===== src/rtl/addsel_pkg.sv =====
package addsel_pkg;
  // Bits per select group; the increment stage is one bit wider.
  localparam int GRP_W = 4;
  localparam int INC_W = GRP_W + 1;
endpackage


===== src/rtl/addsel_fa.sv =====
module addsel_fa (
  input  logic x,
  input  logic y,
  input  logic ci,
  output logic s,
  output logic co
);
  logic p;
  assign p  = x ^ y;
  assign s  = p ^ ci;
  assign co = (x & y) | (p & ci);
endmodule


===== src/rtl/addsel_ripple.sv =====
module addsel_ripple #(
  parameter int W = 4
) (
  input  logic [W-1:0] x,
  input  logic [W-1:0] y,
  input  logic         ci,
  output logic [W-1:0] s,
  output logic         co
);
  logic [W:0] c;
  assign c[0] = ci;

  for (genvar i = 0; i < W; i++) begin : g_bit
    addsel_fa u_fa (
      .x (x[i]),
      .y (y[i]),
      .ci(c[i]),
      .s (s[i]),
      .co(c[i+1])
    );
  end

  assign co = c[W];

  // the chain of cells forms the arithmetic sum of its inputs
  always_comb begin
    a_r1_ripple_sum: assert ({co, s} == {1'b0, x} + {1'b0, y} + {{W{1'b0}}, ci})
      else $error("ripple chain sum mismatch");
  end
endmodule


===== src/rtl/addsel_inc.sv =====
module addsel_inc #(
  parameter int W = 5
) (
  input  logic [W-1:0] v,
  output logic [W-1:0] q
);
  // Bit i flips when every bit below it is one.
  assign q[0] = ~v[0];
  for (genvar i = 1; i < W; i++) begin : g_bit
    assign q[i] = v[i] ^ (&v[i-1:0]);
  end

  // output is the input plus one, wrapping at the top
  always_comb begin
    a_r4_inc_wrap: assert (q == W'(v + W'(1)))
      else $error("increment stage mismatch");
  end
endmodule


===== src/rtl/addsel_group.sv =====
module addsel_group
  import addsel_pkg::*;
(
  input  logic [GRP_W-1:0] x,
  input  logic [GRP_W-1:0] y,
  input  logic             ci,
  output logic [GRP_W-1:0] s,
  output logic             co
);
  logic [GRP_W-1:0] s_zero;
  logic             c_zero;
  logic [INC_W-1:0] r_zero;
  logic [INC_W-1:0] r_one;
  logic [INC_W-1:0] r_pick;

  // Candidate for an incoming carry of zero.
  addsel_ripple #(.W(GRP_W)) u_chain (
    .x (x),
    .y (y),
    .ci(1'b0),
    .s (s_zero),
    .co(c_zero)
  );

  assign r_zero = {c_zero, s_zero};

  // Candidate for an incoming carry of one.
  addsel_inc #(.W(INC_W)) u_inc (
    .v(r_zero),
    .q(r_one)
  );

  assign r_pick = ci ? r_one : r_zero;
  assign s      = r_pick[GRP_W-1:0];
  assign co     = r_pick[GRP_W];

  // the selected result is the group sum including the real carry
  always_comb begin
    a_r5_group_pick: assert ({co, s} == {1'b0, x} + {1'b0, y} + {{GRP_W{1'b0}}, ci})
      else $error("group selection mismatch");
  end

  // a zero-carry result can never overflow five bits, so the increment never wraps
  always_comb begin
    a_r4_no_wrap: assert (r_zero != {INC_W{1'b1}})
      else $error("group candidate out of range");
  end
endmodule


===== src/rtl/addone_csel_adder.sv =====
module addone_csel_adder
  import addsel_pkg::*;
#(
  parameter int WIDTH = 64
) (
  input  logic [WIDTH-1:0] a,
  input  logic [WIDTH-1:0] b,
  input  logic             cin,
  output logic [WIDTH-1:0] sum,
  output logic             cout
);
  localparam int NGRP = WIDTH / GRP_W;

  if ((WIDTH % GRP_W) != 0 || WIDTH < 2 * GRP_W) begin : g_bad_width
    $error("addone_csel_adder: WIDTH must be a multiple of 4 and at least 8");
  end

  logic [NGRP:0] gc;
  assign gc[0] = cin;

  // Lowest group: plain ripple chain on the external carry.
  addsel_ripple #(.W(GRP_W)) u_low (
    .x (a[GRP_W-1:0]),
    .y (b[GRP_W-1:0]),
    .ci(gc[0]),
    .s (sum[GRP_W-1:0]),
    .co(gc[1])
  );

  for (genvar g = 1; g < NGRP; g++) begin : g_grp
    addsel_group u_grp (
      .x (a[g*GRP_W +: GRP_W]),
      .y (b[g*GRP_W +: GRP_W]),
      .ci(gc[g]),
      .s (sum[g*GRP_W +: GRP_W]),
      .co(gc[g+1])
    );
  end

  assign cout = gc[NGRP];

  // whole-word result against the arithmetic sum
  always_comb begin
    a_r1_word_sum: assert ({cout, sum} == {1'b0, a} + {1'b0, b} + {{WIDTH{1'b0}}, cin})
      else $error("adder word mismatch");
  end

  // all-ones plus zero with a carry in wraps fully and carries out
  always_comb begin
    if (a == {WIDTH{1'b1}} && b == '0 && cin) begin
      a_r6_full_carry: assert (sum == '0 && cout)
        else $error("full carry propagation failed");
    end
  end
endmodule


===== config.mk =====
export PLATFORM = sky130hd
export DESIGN_NAME = addone_csel_adder
export DESIGN_NICKNAME = d
export VERILOG_FILES = /design/src/rtl/addsel_pkg.sv /design/src/rtl/addsel_fa.sv /design/src/rtl/addsel_ripple.sv /design/src/rtl/addsel_inc.sv /design/src/rtl/addsel_group.sv /design/src/rtl/addone_csel_adder.sv
export SDC_FILE = /design/constraint.sdc
export NUM_CORES = 1
export LEC_CHECK = 0
export BUFFER_PORTS_ARGS = -buffer_cell sky130_fd_sc_hd__buf_2
export CELL_PAD_IN_SITES_DETAIL_PLACEMENT = 1
export CELL_PAD_IN_SITES_GLOBAL_PLACEMENT = 2
export CORE_MARGIN = 2
export CORE_UTILIZATION = 25
export DETAILED_ROUTE_END_ITERATION = 8
export GPL_TIMING_DRIVEN = 0
export PLACE_DENSITY_LB_ADDON = 0.1
export SLEW_MARGIN = 15
export SYNTH_ARGS = -nofsm -noshare
export SYNTH_HDL_FRONTEND = slang
export SYNTH_SLANG_ARGS = --single-unit

===== constraint.sdc =====
create_clock -name vclk -period 11.8
set_input_delay 2.36 -clock vclk [all_inputs]
set_output_delay 2.36 -clock vclk [all_outputs]
set_load 0.02 [all_outputs]

==> results.txt <==
----------------------------------------------------
[Finish]
  N_diodes ... 0
  Signed area change from the synthesized netlist to the final layout ... 34.1%
  Number of nets in the final layout ... 823
  Combined flip-flop and latch cell area ... 0 um^2
  Clk_buf instances ... 0
  Area of the multi-input gates ... 0.00306 mm^2
  Total number of sequential cells ... 0
  FILL cells ... 1723
  Share of post-route cells with drive strength above 1 ... 0.393

[Critical path]
  Count of buffer and inverter cells on the critical path ... 3
  Crit Path Class ... in -> out
  Category of cells accounting for the largest share of critical-path delay ... multiplexers
  Endpoint kind of the worst setup timing path ... primary output
  Data arrival time of the critical path ... 8.91 ns
  Largest stage delay, worst path ... 0.57 ns
  Maximum fanout along the worst path ... 8
  Startpoint types ... input pin
  Ordered cell list for the critical path ... buf_2 > ha_1 > inv_1 > fa_1 > fa_1 > fa_1 > nor3b_1 > or2b_1 > mux2i_4 > mux2i_1 > o31a_1 > o31a_1 > nor3_4 > mux2i_1 > nor4_4 > a211oi_4 > mux2i_1 > nand3_2 > mux2i_2 > mux2_4 > nor2_4 > mux2_4 > buf_2
  Worst EP required ... 9.44 ns
  Worst-path cell with the longest stage delay ... sky130_fd_sc_hd__mux2i_1

[Power]
  Final total power ... 357 uW
  Worst IR drop on VDD ... 0.0000265 V
  Leakage ... 0.00252 uW
  Pwr Density ... 76.0 mW/mm^2

[Yosys]
  Mean area per synthesized cell ... 8.67 um^2
  Share of the yosys chip area belonging to registers ... 0
  Cell accounting for the most synthesized area ... sky130_fd_sc_hd__fa_1
  Distinct cell type count of the synthesized netlist ... 44
  Largest cells by area after synthesis ... sky130_fd_sc_hd__fa_1 (28%), sky130_fd_sc_hd__ha_1 (16%), sky130_fd_sc_hd__inv_1 (11%), sky130_fd_sc_hd__xor2_1 (8.2%), sky130_fd_sc_hd__mux2_2 (4.8%)
  Mapped Cells ... 404
  Warnings, synthesis ... 0
  Ranking of synthesized cells by instance count ... sky130_fd_sc_hd__inv_1 (107), sky130_fd_sc_hd__fa_1 (49), sky130_fd_sc_hd__ha_1 (45)
  Number of nets produced by synthesis ... 627
  Most numerous cell in the Yosys netlist ... sky130_fd_sc_hd__inv_1
  Cell area after synthesis ... 0.00350 mm^2
  Yosys top cell area share ... 0.280

[STA]
  Relative max-transition margin ... 0.602
  Max Slew Vio Count ... 0
  Worst Slack Setup Final ... 0.528 ns
  Slew at the pin closest to its max-slew limit ... 0.580 ns
  Final hold violation count ... 0
  Final worst path period need ... 11.27 ns
  Unrepaired setup endpoints after global routing ... no
  Setup Viol. Count Final ... 0
  Part of the cycle the worst path needs ... 0.955
  Total Negative Setup Slacks ... 0 ns
  Max Clk Rate ... 88.7 MHz

[Hold path]
  Cell count of the worst hold path ... 4
  Worst min-delay path category ... in -> out
  Hold_sp ... b[52]
  End of the worst hold path ... sum[52]

[Placed design]
  Worst setup slack before clock tree synthesis ... 0.382 ns
  Total half-perimeter wirelength after legalization and detailed placement ... 8380 um
  Port buffer count ... 194
  Final estimated routing congestion in global placement ... 0.709

[Drt]
  Detailed-route vias per instance ... 4.24
  Number of iterations in the first detailed-routing pass ... 3
  Vias ... 3301
  Overall routed net length ... 8670 um
  DR iter-0 viols ... 29
  Average wire length per cell after detail routing ... 11.1 um
  Number of design rule violations left after detail routing ... 0
  Number of routed nets with antenna violations ... 0

[Die]
  Die Ht ... 122 um
  Number of placement rows ... 43
  Total Die Area ... 0.0150 mm^2
  Starting density of the core ... 0.254
  Horiz. Die Dim ... 122 um
  # IOs ... 194
  Core Footprint ... 0.0138 mm^2

[Global route]
  Wire length of the first global-routing pass ... 14300 um
  Largest net degree at the start of global routing ... 9
  Final global-route overflow total ... 0
  Vias in the first global route ... 3369
  Initial antenna violation count ... 1
  GRT Resource Usage Total ... 0.112

[Clock tree]
  Number of resized instances in the post-cts repair step ... 0
  Hold-fix buffers, CTS ... 0
  Number of buffers inserted by post-CTS setup repair ... 0

[Run]
  Number of maximum-capacitance violations ... 0

[Status]
  Result of the run ... finished clean

----------------------------------------------------
[logic make-up (layout without fill, tap and decap cells)]
family                     after synthesis  after routing  synth area share
muxes                                   30             30             0.105
adders and majority gates               94             94             0.441
buffers and inverters                  115            309             0.127
xor gates and xnor gates                40             40             0.102
and+or+nand+nor                        105            105             0.187
AOI/OAI and AO/OA                       20             20            0.0371
[power by group]
part | switching, uW | total (uW) | internal, uW
logic | 212 | 357 | 146
clock network | 0 | 0 | 0
registers | 0 | 0 | 0
[through the flow]
stage                     area [um^2]  hold WS, ns   util  cells
after global placement           4700         5.15  0.341    778
after floorplan                  3500         4.98      -    404
after detailed placement         4700         5.16  0.341    778
after global routing             4700         5.18  0.341    778
final                            4700         5.16  0.341    778
after CTS                        4700         5.16  0.341    778
[cells in the final DEF (no fill, tap or decap), types with 2 or more instances in the layout]
cell type / synthesis / layout
sky130_fd_sc_hd__nand2b_1: 3 / 3
sky130_fd_sc_hd__clkbuf_1: 3 / 3
sky130_fd_sc_hd__ha_1: 45 / 45
sky130_fd_sc_hd__mux2_4: 4 / 4
sky130_fd_sc_hd__and2_1: 3 / 3
sky130_fd_sc_hd__mux2i_1: 7 / 7
sky130_fd_sc_hd__nor3_2: 2 / 2
sky130_fd_sc_hd__nor3b_1: 11 / 11
sky130_fd_sc_hd__nor3_4: 2 / 2
sky130_fd_sc_hd__o31a_1: 2 / 2
sky130_fd_sc_hd__mux2_2: 15 / 15
sky130_fd_sc_hd__nor2_1: 11 / 11
sky130_fd_sc_hd__nand4b_1: 3 / 3
sky130_fd_sc_hd__fa_1: 49 / 49
sky130_fd_sc_hd__mux2i_4: 2 / 2
sky130_fd_sc_hd__nand2_1: 41 / 41
sky130_fd_sc_hd__xnor2_1: 6 / 6
sky130_fd_sc_hd__o31ai_1: 3 / 3
sky130_fd_sc_hd__buf_4: 4 / 4
sky130_fd_sc_hd__nand4_1: 3 / 3
sky130_fd_sc_hd__buf_2: 0 / 194
sky130_fd_sc_hd__xor2_1: 33 / 33
sky130_fd_sc_hd__nor4_1: 3 / 3
sky130_fd_sc_hd__nor3_1: 8 / 8
sky130_fd_sc_hd__inv_1: 107 / 107
sky130_fd_sc_hd__o21ai_0: 14 / 14
sky130_fd_sc_hd__nor4_4: 2 / 2
[cell type report]
cell class | instances | share of cell area
repair buffers | 194 | 0.207
inverters | 107 | 0.0854
well taps | 180 | 0.0479
multi-input cells | 289 | 0.651
plain buffers | 8 | 0.00958
[metal layers]
| metal | track usage | up-vias | share of wire |
|---|---|---|---|
| li1 | - | 1652 | - |
| met1 | 0.140 | 1548 | 0.42 |
| met2 | 0.213 | 101 | 0.50 |
| met3 | 0.0167 | 0 | 0.077 |
| met4 | 0 | 0 | 0 |
| met5 | 0 | - | 0 |
[worst max path at each step]
stage	start	endpoint	slack [ns]	depth (start not counted)
detailed placement	a[12]	sum[62]	0.38	23
global route	a[12]	sum[62]	0.12	23
global placement	a[12]	sum[62]	0.46	23
floorplan	a[8]	sum[63]	1.20	21
finish	a[12]	sum[62]	0.53	23
CTS	a[12]	sum[61]	0.39	23
Power figures use the tool's default switching activity.
